## src/rtl/baud_pkg.sv

```systemverilog
package baud_pkg;

    // Oversampling ratio: ticks per bit, and the width of the tick index
    localparam int OSR   = 16;
    localparam int IDX_W = $clog2(OSR);

    // Source selection codes; two codes map to the bus clock
    typedef enum logic [1:0] {
        SRC_BUS_A = 2'd0,
        SRC_EXT   = 2'd1,
        SRC_BUS_B = 2'd2,
        SRC_PLL   = 2'd3
    } src_sel_e;

endpackage

```

## src/rtl/baud_src_sel.sv

```systemverilog
module baud_src_sel
    import baud_pkg::*;
(
    input  logic [1:0] sel,
    input  logic       ext_ce,
    input  logic       pll_ce,
    output logic       src_evt
);

    src_sel_e sel_e;

    always_comb begin
        sel_e = src_sel_e'(sel);
        unique case (sel_e)
            SRC_EXT:  src_evt = ext_ce;
            SRC_PLL:  src_evt = pll_ce;
            default:  src_evt = 1'b1;   // bus clock: an event every cycle
        endcase
    end

endmodule

```

## src/rtl/baud_tick_core.sv

```systemverilog
module baud_tick_core
    import baud_pkg::*;
#(
    parameter int DIV_W = 16
) (
    input  logic             clk,
    input  logic             rst_n,
    input  logic             en,
    input  logic             src_evt,
    input  logic [DIV_W-1:0] div_in,
    input  logic [OSR-1:0]   slot_in,
    output logic             tick_o,
    output logic             wrap_o
);

    localparam int CNT_W = DIV_W + 1;
    localparam logic [IDX_W-1:0] IDX_LAST = IDX_W'(OSR - 1);

    typedef struct packed {
        logic [CNT_W-1:0] cnt;
        logic [IDX_W-1:0] idx;
        logic [DIV_W-1:0] div;
        logic [OSR-1:0]   slot;
        logic             tick;
        logic             wrap;
    } core_st_t;

    core_st_t st_d, st_q;
    logic [CNT_W-1:0] limit;
    logic             at_limit;

    always_comb begin
        st_d      = st_q;
        st_d.tick = 1'b0;
        st_d.wrap = 1'b0;
        // dithered period end: divisor plus the mask bit of this tick
        limit     = {1'b0, st_q.div} + CNT_W'(st_q.slot[st_q.idx]);
        at_limit  = (st_q.cnt == limit);
        if (!en) begin
            st_d.cnt  = '0;
            st_d.idx  = '0;
            st_d.div  = div_in;
            st_d.slot = slot_in;
        end else if (src_evt) begin
            if (at_limit) begin
                st_d.cnt  = '0;
                st_d.idx  = (st_q.idx == IDX_LAST) ? '0 : st_q.idx + 1'b1;
                st_d.div  = div_in;
                st_d.slot = slot_in;
                st_d.tick = 1'b1;
                st_d.wrap = (st_q.idx == IDX_LAST);
            end else begin
                st_d.cnt  = st_q.cnt + 1'b1;
            end
        end
    end

    always_ff @(posedge clk or negedge rst_n) begin
        if (!rst_n) st_q <= '0;
        else        st_q <= st_d;
    end

    assign tick_o = st_q.tick;
    assign wrap_o = st_q.wrap;

    a_r4_wrap_with_tick: assert property (@(posedge clk) disable iff (!rst_n)
        st_q.wrap |-> st_q.tick);

    a_r7_idle_clear: assert property (@(posedge clk) disable iff (!rst_n)
        !en |=> (st_q.cnt == '0 && st_q.idx == '0 && !st_q.tick));

    a_r8_tick_needs_event: assert property (@(posedge clk) disable iff (!rst_n)
        !src_evt |=> !st_q.tick);

    a_r6_shadow_hold: assert property (@(posedge clk) disable iff (!rst_n)
        ($past(en) && !st_q.tick) |-> ($stable(st_q.div) && $stable(st_q.slot)));

    a_r2_count_bound: assert property (@(posedge clk) disable iff (!rst_n)
        st_q.cnt <= ({1'b0, st_q.div} + 1'b1));

endmodule

```

## src/rtl/frac_baud_gen.sv

```systemverilog
module frac_baud_gen
    import baud_pkg::*;
#(
    parameter int DIV_W = 16
) (
    input  logic             clk,
    input  logic             rst_n,
    input  logic             enable,
    input  logic [1:0]       clk_sel,
    input  logic             ext_ce,
    input  logic             pll_ce,
    input  logic [DIV_W-1:0] divisor,
    input  logic [OSR-1:0]   slot,
    output logic             os_tick,
    output logic             bit_strobe
);

    logic src_evt;

    baud_src_sel u_sel (
        .sel     (clk_sel),
        .ext_ce  (ext_ce),
        .pll_ce  (pll_ce),
        .src_evt (src_evt)
    );

    baud_tick_core #(.DIV_W(DIV_W)) u_core (
        .clk     (clk),
        .rst_n   (rst_n),
        .en      (enable),
        .src_evt (src_evt),
        .div_in  (divisor),
        .slot_in (slot),
        .tick_o  (os_tick),
        .wrap_o  (bit_strobe)
    );

    a_r1_quiet_after_reset: assert property (@(posedge clk) disable iff (!rst_n)
        $rose(rst_n) |-> (!os_tick && !bit_strobe));

endmodule

```

## config.mk

```make
export PLATFORM = sky130hd
export DESIGN_NAME = frac_baud_gen
export DESIGN_NICKNAME = d
export VERILOG_FILES = /design/src/rtl/baud_pkg.sv /design/src/rtl/baud_src_sel.sv /design/src/rtl/baud_tick_core.sv /design/src/rtl/frac_baud_gen.sv
export SDC_FILE = /design/constraint.sdc
export NUM_CORES = 1
export LEC_CHECK = 0
export BUFFER_PORTS_ARGS = -buffer_cell sky130_fd_sc_hd__buf_4
export CAP_MARGIN = 20
export CELL_PAD_IN_SITES_DETAIL_PLACEMENT = 2
export CELL_PAD_IN_SITES_GLOBAL_PLACEMENT = 2
export CORE_MARGIN = 8
export CORE_UTILIZATION = 34
export DETAILED_ROUTE_END_ITERATION = 16
export GPL_TIMING_DRIVEN = 0
export HOLD_SLACK_MARGIN = 0.05
export PLACE_DENSITY_LB_ADDON = 0.08
export SLEW_MARGIN = 40
export SYNTH_ARGS = -nofsm -noshare
export SYNTH_HDL_FRONTEND = slang
export SYNTH_SLANG_ARGS = --single-unit
```

## constraint.sdc

```tcl
create_clock -name clk -period 3.8 [get_ports clk]
set_input_delay 0.76 -clock clk [delete_from_list [all_inputs] [get_ports clk]]
set_output_delay 0.76 -clock clk [all_outputs]
set_load 0.02 [all_outputs]
```

Yosys cells after proc, flatten, opt, wreduce, memory -nomap -nowiden:

Index checks and enable logic that the tools add are counted.

* bits in registers: 55
* bits of input ports: 39
* output and inout bits: 2
* word-level logic and storage cells: 26

* add/subtract/negate cells: 3
* $lt $le $gt $ge: 1
* eq/ne operators: 6
* multiplexer cells: 9
* reduce and logical (&&, ||, !) cells: 1

Operators by type and width (count)
* $mux 55: 1
* $mux 53: 1
* $mux 38: 1
* $add 16x1->17: 1
* $add 17x1->17 const B: 1
* $eq 17x17->1: 1
* $mux 17: 1
* $lt 4x5->1 const B: 1
* $add 4x1->4 const B: 1
* $bmux 1 s4: 1
* $eq 4x4->1 const B: 1
* $mux 4: 1
* $ne 2x1->1 const B: 2
* $eq 2x1->1 const B: 1
* $eq 2x2->1 const B: 1
* $mux 2: 1
* $pmux 1 s2: 1
* $reduce_and 2->1: 1
* $mux 1: 1

Depth between registers and ports, before layout:

Gate-level depths: netlist (run 1).

* word-level depth: 7
* depth in mapped cells: 15
* depth with buffers taken out: 11

Cells and area by module:

From an unflattened synthesis (run 1), not the netlist that was laid out.

* cell total of the unflattened synthesis: 283
* area total of the unflattened synthesis: 3109.2 um^2

By module, submodules not included
* baud_tick_core: instances 1, cells each 281, area an instance 3095.5 um^2, seq. area each 1376.3 um^2
* baud_src_sel: instances 1, cells each 2, area an instance 13.8 um^2, seq. area each 0.0 um^2

Worst setup path after synthesis (run 1):

OpenSTA, ideal clock, no wires.

* path kind: register to register
* from: register u_core.st_q[34] (netlist bit)
* to: register u_core.st_q[11] (netlist bit)
* setup time: 127 ps
* data arrival time: 3922 ps
* required time: 3673 ps
* setup slack: -249 ps
* stages on the path, launching flop included: 15
* path buffers: 3
* period minus slack after synthesis: 4049 ps
* path through: dfrtp_1 clkbuf_1 mux4_2 mux4_2 ha_1 ha_1 nand3_1 nor3_1 or3_1 a31oi_1 nand4_2 o31ai_4 buf_6 buf_6 mux2_1

* word-level cells in the longest chain between the ends: 6

Ends and longest elaborated chain
* from (decl): RTL line baud_tick_core.sv:28 `core_st_t st_d, st_q;`
* from (signal assigned): RTL line baud_tick_core.sv:60 `else st_q <= st_d;`
* $bmux 1 s4: RTL line baud_tick_core.sv:37 `limit = {1'b0, st_q.div} + CNT_W'(st_q.slot[st_q.idx]);`
* $mux 1 (implied by the code): RTL line baud_tick_core.sv:37
* $add 16x1->17: RTL line baud_tick_core.sv:37
* $eq 17x17->1: RTL line baud_tick_core.sv:38 `at_limit = (st_q.cnt == limit);`
* $ne 2x1->1 (no source line)
* $reduce_and 2->1 (no source line)

Every way passes these cells. The select of a mux whose other input is x is not followed.
A chain may end at the register's enable or synchronous reset.

Final worst setup path (run 1):

Same ends and word-level chain as after synthesis.

==> metrics, run 1 <==
outcome finished with violations; violations in the final reports setup timing; logic depth of the worst register-to-register path 14; number of pins with negative max-slew slack in the final report 0; cell area after technology mapping 3090 µm²; worst hold path class input port to asynchronous set/reset pin; total vias in the final route 2462; achievable clock frequency 0.256 GHz; CP Max Fanout 9; number of buffers inserted for hold repair after clock tree synthesis 0; antenna fix cells 0; startpoint types flop; r2r endpoint u_core.st_q[11]; Iteration-0 DRC Markers 38; Hold WS 0.504 ns; worst voltage drop across the vdd grid between 0.1 and 0.15 mV; root buffer selected by CTS sky130_fd_sc_hd__clkbuf_8; Final min period 3.91 ns; vertical extent of the die 111 µm; final weighted congestion of routability-driven global placement 0.752; number of buffer and inverter instances along the worst setup path 3; count of distinct cell types in the synthesized netlist 46; clk_lat worst skew ~0.3 ns; Post-DRT Antenna Nets 0; net count after synthesis 324; number of nets in the final layout 386; sinks on the clock net 55; count of input and output buffers 40; DPL Wire Length 6160 µm; reg-to-reg startpoint u_core.st_q[34]; area growth from synthesis to layout 30.0%; routed len/inst 19.5 µm; global-route wire length before repair 14400 µm; Crit path max-delay family multiplexers; count of max-cap constraint violations 0; largest net degree at the start of global routing 56; register area share after synthesis 0.446; length of the first detailed-routing pass in iterations 4; Core Rows 34; average cell area after synthesis around 11 µm²; Async SR Flop Fraction 1.00; starting density of the core 0.352; final clock period utilization by the worst path 1.03; Slew Limit Headroom 0.511; maximum clock path buffer count 2; Yosys warning total 0; worst path arrival time 4.09 ns; total CTS buffers 5; cell-by-cell trace of the critical path buf_8, mux4_2, mux4_2, ha_4, ha_4, and3_4, a21o_1, a211o_1, o211ai_1, nand4_4, o31ai_4, buf_6, buf_12, mux2_4; Setup Viol. Count Final 44; number of H-tree levels 2; antenna violations before repair 0; largest clock skew in the final design 0.0130 ns; worst stage delay on the critical path 0.53 ns; count of flip-flops with a built-in enable after synthesis 0; commonest cells after routing, fill and taps aside sky130_fd_sc_hd__dfrtp_1, sky130_fd_sc_hd__buf_4, sky130_fd_sc_hd__xor2_1, sky130_fd_sc_hd__mux2_4, sky130_fd_sc_hd__nand2_1; Core Box Area roughly 8800 µm²; Hold Fails Final Rpt 0; setup ws final -0.106 ns; GRT Util Overall 0.142; element type at the critical path end flop; Remaining Overflow, GRT 0; unrepaired setup endpoints after global routing yes; die width 111 µm; Worst Max-Slew Pin Slew roughly 0.73 ns; clock edge transition at the registers on the reported setup and hold paths 0.10 ns; via count of the first global-routing pass 2763; Critical-path top delay cell sky130_fd_sc_hd__mux4_2; fraction of layout instances using a drive strength above 1 0.358; worst-case register-to-register setup slack -0.11 ns; die area 12400 µm²; sum of negative setup slack -3.19 ns; cell count after synthesis approximately 280; power per standard cell area 317 nW/µm²; Worst path depth 14; most used flip-flop cell after synthesis sky130_fd_sc_hd__dfrtp_1; leading cell type in the layout, fill and taps excluded sky130_fd_sc_hd__dfrtp_1; Crit Path Class flop to flop; drt drc 0; Total Routed Length about 8800 µm; leakage power total 1.77 nW; number of synthesized register bits 55; clock tree from TritonCTS done; Boundary Pins between 40 and 50; vias per cell 5.45; data required time at the worst endpoint 3.99 ns
[worst max path at each step]
stage / end / slack, ns / from
5_1_grt: u_core.st_q[13] / -0.26 / u_core.st_q[34]
2_1_floorplan: u_core.st_q[11] / 0.02 / u_core.st_q[34]
4_1_cts: u_core.st_q[23] / -0.20 / u_core.st_q[34]
3_3_place_gp: u_core.st_q[12] / -0.50 / u_core.st_q[34]
3_5_place_dp: u_core.st_q[14] / -0.57 / u_core.st_q[34]
6_report: u_core.st_q[11] / -0.11 / u_core.st_q[34]
[metrics by stage]
step	power (mW)	setup WS, ns	util	cells	cell area [µm²]
after detailed placement	0.870	-0.567	0.404	429	3540
after CTS	1.28	-0.199	0.444	446	3890
after global placement	0.860	-0.501	0.404	429	3540
after floorplan	0.783	0.0207	-	281	3100
after global routing	1.34	-0.257	0.458	452	4010
final	1.27	-0.106	0.458	452	4010
[layout make-up]
type / instances / area [µm²]
fill: 926 / 4750
multi-input combinational: 206 / 1770
sequential: 55 / 1380
timing repair buffer: 56 / 488
tap: 108 / 135
buffer: 12 / 114
clock buffer: 8 / 100
inverter: 7 / 26.3
[Yosys cell counts (2+ instances only)]
library cell / count / area, µm²
sky130_fd_sc_hd__nor3_1: 5 / 25.0
sky130_fd_sc_hd__nand2_1: 20 / 75.1
sky130_fd_sc_hd__xor2_1: 21 / 184
sky130_fd_sc_hd__xnor2_1: 10 / 87.6
sky130_fd_sc_hd__a211o_1: 2 / 17.5
sky130_fd_sc_hd__mux4_2: 5 / 113
sky130_fd_sc_hd__a21o_1: 2 / 15.0
sky130_fd_sc_hd__o311ai_0: 2 / 17.5
sky130_fd_sc_hd__buf_4: 2 / 15.0
sky130_fd_sc_hd__clkbuf_1: 4 / 15.0
sky130_fd_sc_hd__dfrtp_1: 55 / 1380
sky130_fd_sc_hd__nor2_1: 19 / 71.3
sky130_fd_sc_hd__and4_1: 2 / 17.5
sky130_fd_sc_hd__nor4_1: 6 / 37.5
sky130_fd_sc_hd__mux2_2: 18 / 203
sky130_fd_sc_hd__and3_1: 8 / 50.1
sky130_fd_sc_hd__nand3_1: 11 / 55.1
sky130_fd_sc_hd__or3_1: 5 / 31.3
sky130_fd_sc_hd__mux2i_1: 4 / 40.0
sky130_fd_sc_hd__o311a_1: 2 / 20.0
sky130_fd_sc_hd__mux2_1: 14 / 158
sky130_fd_sc_hd__buf_2: 2 / 10.0
sky130_fd_sc_hd__o21ai_0: 9 / 45.0
sky130_fd_sc_hd__ha_1: 4 / 50.1
sky130_fd_sc_hd__nand3b_1: 2 / 15.0
sky130_fd_sc_hd__nand2b_1: 2 / 12.5
sky130_fd_sc_hd__buf_6: 3 / 33.8
sky130_fd_sc_hd__a21oi_1: 3 / 15.0
sky130_fd_sc_hd__nand4_1: 12 / 75.1
sky130_fd_sc_hd__inv_1: 7 / 26.3
sky130_fd_sc_hd__a31oi_1: 2 / 12.5
sky130_fd_sc_hd__and2_1: 3 / 18.8
sky130_fd_sc_hd__o41ai_1: 2 / 17.5
[flip-flops by register name (all words and copies together) (netlist names)]
signal and flops:
u_core.st_q 53, u_core.tick_o 1, u_core.wrap_o 1
[kinds of logic (layout without fill, tap and decap cells)]
kind of cell | Yosys count | after routing | share of synthesized area
buffers and inverters | 20 | 83 | 0.0385
AND/OR/NAND/NOR | 99 | 99 | 0.171
flip-flops | 55 | 55 | 0.446
multiplexers | 41 | 41 | 0.166
AO/OA/AOI/OAI | 31 | 31 | 0.0746
XOR/XNOR | 31 | 31 | 0.0880
adder cells (fa/ha/maj) | 4 | 4 | 0.0162
[metal layers]
layer,part of all wire,global-route usage
met1,0.41,0.162
met2,0.54,0.258
met3,0.041,0.0346
met4,0.0095,0.0320
met5,0,0
[timing repair]
item / 4_1_cts / 5_1_grt
gates cloned: 2 / 0
resized for setup: 34 / 19
setup endpoints to repair: 54 / 52
pin swaps: 8 / 6
buffers inserted: 8 / 6
[where the power goes]
| group | switching [mW] | total, mW | internal (mW) |
|---|---|---|---|
| registers | 0.0423 | 0.664 | 0.622 |
| logic | 0.111 | 0.254 | 0.144 |
| clock network | 0.186 | 0.353 | 0.167 |
| total | 0.339 | 1.27 | 0.933 |
(Power assumes the default switching activity.)
==> run 2: changes to the inputs <==
BUFFER_PORTS_ARGS = unset   (was -buffer_cell sky130_fd_sc_hd__buf_4)
CORE_UTILIZATION = 37   (was 34)
DONT_BUFFER_PORTS = 1   (was unset)
GPL_TIMING_DRIVEN = unset   (was 0)
==> run 2 against run 1 <==
  * The flow now finishes without violations
  * Combinational power decreased by 24%
  * Cell area decreased by 9.1%
  * Die area decreased by 7.0%
  * Core utilization decreased by 0.93 points
  * Register-to-register slack improved by 0.11 ns
  * Total power increased by 0.68%
  * Via count decreased by 6.1%
==> metrics, run 2 (synthesized netlist as in run 1, its figures left out) <==
leading cell type in the layout, fill and taps excluded sky130_fd_sc_hd__dfrtp_1; clock edge transition at the registers on the reported setup and hold paths 0.11 ns (about the same); largest clock skew in the final design 0.00808 ns (-0.00489 ns); number of buffers inserted for hold repair after clock tree synthesis 0 (unchanged); count of filler cells inserted in the layout 837 (-9.6%); worst hold path class input port to asynchronous set/reset pin; Total Routed Length 9070 µm (+2.7%); count of max-cap constraint violations 0 (unchanged); Final min period 3.79 ns (-0.113 ns); drt drc 0 (unchanged); achievable clock frequency 0.264 GHz (+3.0%); worst voltage drop across the vdd grid 0.151 mV (+4.0%); worst path arrival time 4.00 ns (-0.09 ns); vias per cell 5.72 (+5.1%); Slew Limit Headroom 0.645 (+0.134); global-route wire length before repair 14800 µm (+3.0%); number of pins with negative max-slew slack in the final report 0 (unchanged); Iteration-0 DRC Markers 37 (-2.6%); root buffer selected by CTS sky130_fd_sc_hd__clkbuf_8; worst-case register-to-register setup slack 0.007 ns (+0.11 ns); length of routed wiring on met1 3930 µm (+7.8%); Core Box Area 8130 µm² (-7.2%); Remaining Overflow, GRT 0 (unchanged); Post-DRT Antenna Nets 0 (unchanged); Setup Viol. Count Final 0 (-100%); vertical extent of the die 107 µm (-3.5%); area growth from synthesis to layout 18.2%; worst stage delay on the critical path 0.52 ns (about the same); register with the most flip-flops u_core.st_q; antenna fix cells 0 (unchanged); Hold WS 0.120 ns (-0.384 ns); unrepaired setup endpoints after global routing yes; element type at the critical path end flop; CP Max Fanout 6 (-3); leakage power total 1.54 nW (-13%); sum of negative setup slack 0 ns (+3.19 ns); Core Rows 33 (-2.9%); die width 107 µm (-3.5%); sinks on the clock net 55 (unchanged); startpoint types flop; length of routed met2 wiring 4700 µm (-0.76%); final weighted congestion of routability-driven global placement 0.762 (+1.3%); logic depth of the worst register-to-register path 13 (-1); data required time at the worst endpoint 4.01 ns (+0.02 ns); flip-flop count of the largest register, all copies and words added 53 (unchanged); commonest cells after routing, fill and taps aside sky130_fd_sc_hd__dfrtp_1, sky130_fd_sc_hd__xor2_1, sky130_fd_sc_hd__nand2_1; reg-to-reg startpoint u_core.st_q[34]; r2r endpoint u_core.st_q[18]; total vias in the final route 2312 (-6.1%); DR top layer met4; Hold Fails Final Rpt 0 (unchanged); count of input and output buffers 0 (-100%); Boundary Pins 41 (unchanged); via count of the first global-routing pass 2682 (-2.9%); fraction of layout instances using a drive strength above 1 0.278 (-0.0800); Crit Path Class flop to flop; Detail Route met3 WL 321 µm (-11%); antenna violations before repair 0 (unchanged); cell-by-cell trace of the critical path mux4_2, mux4_2, ha_4, ha_4, nand3_4, nor3_2, or3_1, a31oi_2, nand4_2, o31ai_4, buf_6, buf_12, mux2_2; power per standard cell area 351 nW/µm² (+11%); GRT Util Overall 0.165 (+0.0224); final clock period utilization by the worst path 0.998 (-0.0297); die area 11500 µm² (-7.0%); starting density of the core 0.379 (+0.0273); clk_lat worst skew 0.32 ns (+0.02 ns); number of H-tree levels 2 (unchanged); number of nets in the final layout 341 (-12%); outcome finished clean; Worst Max-Slew Pin Slew 0.528 ns (-0.206 ns); length of the first detailed-routing pass in iterations 4 (unchanged); DPL Wire Length 6270 µm (+1.7%); Critical-path top delay cell sky130_fd_sc_hd__mux4_2; maximum clock path buffer count 2 (unchanged); total CTS buffers 5 (unchanged); largest net degree at the start of global routing 56 (unchanged); routed len/inst 22.5 µm (+15%); clock tree from TritonCTS done
## run 2: changes by cell type in the layout (fill, tap and decap cells not counted), sizes merged
| cell | delta |
|---|---|
| bufbuf | -1 |
| clkbuf | -6 |
| bufinv | +1 |
| clkinv | +1 |
| inv | +1 |
| buf | -41 |
## run 2: per-layer routing
layer	global-route usage	up-vias
met5	0	-
met4	0.0515	0
met3	0.0329	9
met2	0.278	36
met1	0.206	1210
li1	-	1057
## run 2: worst max path at each step
stage,from,end,slack [ns]
floorplan,u_core.st_q[34],u_core.st_q[11],0.02
global placement,u_core.st_q[34],u_core.st_q[12],-0.07
detailed placement,u_core.st_q[34],u_core.st_q[12],-0.20
CTS,u_core.st_q[34],u_core.st_q[16],-0.04
global route,u_core.st_q[34],u_core.st_q[26],-0.11
finish,u_core.st_q[34],u_core.st_q[18],0.007
## run 2: timing repair
item | CTS | global route
cloned | 3 | 0
setup endpoints to repair | 46 | 44
endpoints found under the hold margin | 0 | 0
buffers inserted | 5 | 1
resized for setup | 25 | 25
pin swaps | 8 | 9
## run 2: area by class of cell
type | instances | area (µm²) | share of cell area
Clock buffer | 5 | 68.8 | 0.0189
Clock inverter | 3 | 47.5 | 0.0130
Inverter | 7 | 26.3 | 0.00720
Tap cell | 105 | 131 | 0.0360
Timing Repair Buffer | 23 | 249 | 0.0682
Sequential cell | 55 | 1380 | 0.378
Multi-Input combinational cell | 206 | 1750 | 0.479
## run 2: per-stage QoR
stage	area (µm²)	setup slack (ns)	instances	power, mW	util
after global routing	3650	-0.111	404	1.34	0.449
final	3650	0.00666	404	1.28	0.449
after CTS	3620	-0.0397	406	1.29	0.445
after global placement	3270	-0.0741	390	0.821	0.402
after floorplan	3100	0.0207	281	0.783	-
after detailed placement	3270	-0.201	390	0.831	0.402
## run 2: where the power goes
| group | internal [mW] | switching (mW) | leakage (nW) |
|---|---|---|---|
| clock | 0.200 | 0.213 | 0.0587 |
| combinational | 0.109 | 0.0851 | 0.794 |
| sequential | 0.622 | 0.0512 | 0.691 |
## run 2: worst max-delay path, delay by kind of cell, from the launching register on
kind,cells,cell delay (ns)
buf+inv,2,0.33
simple gates,4,0.65
mux,3,1.36
fa+ha+maj,2,0.38
flops,1,0.46
compound gates,2,0.48
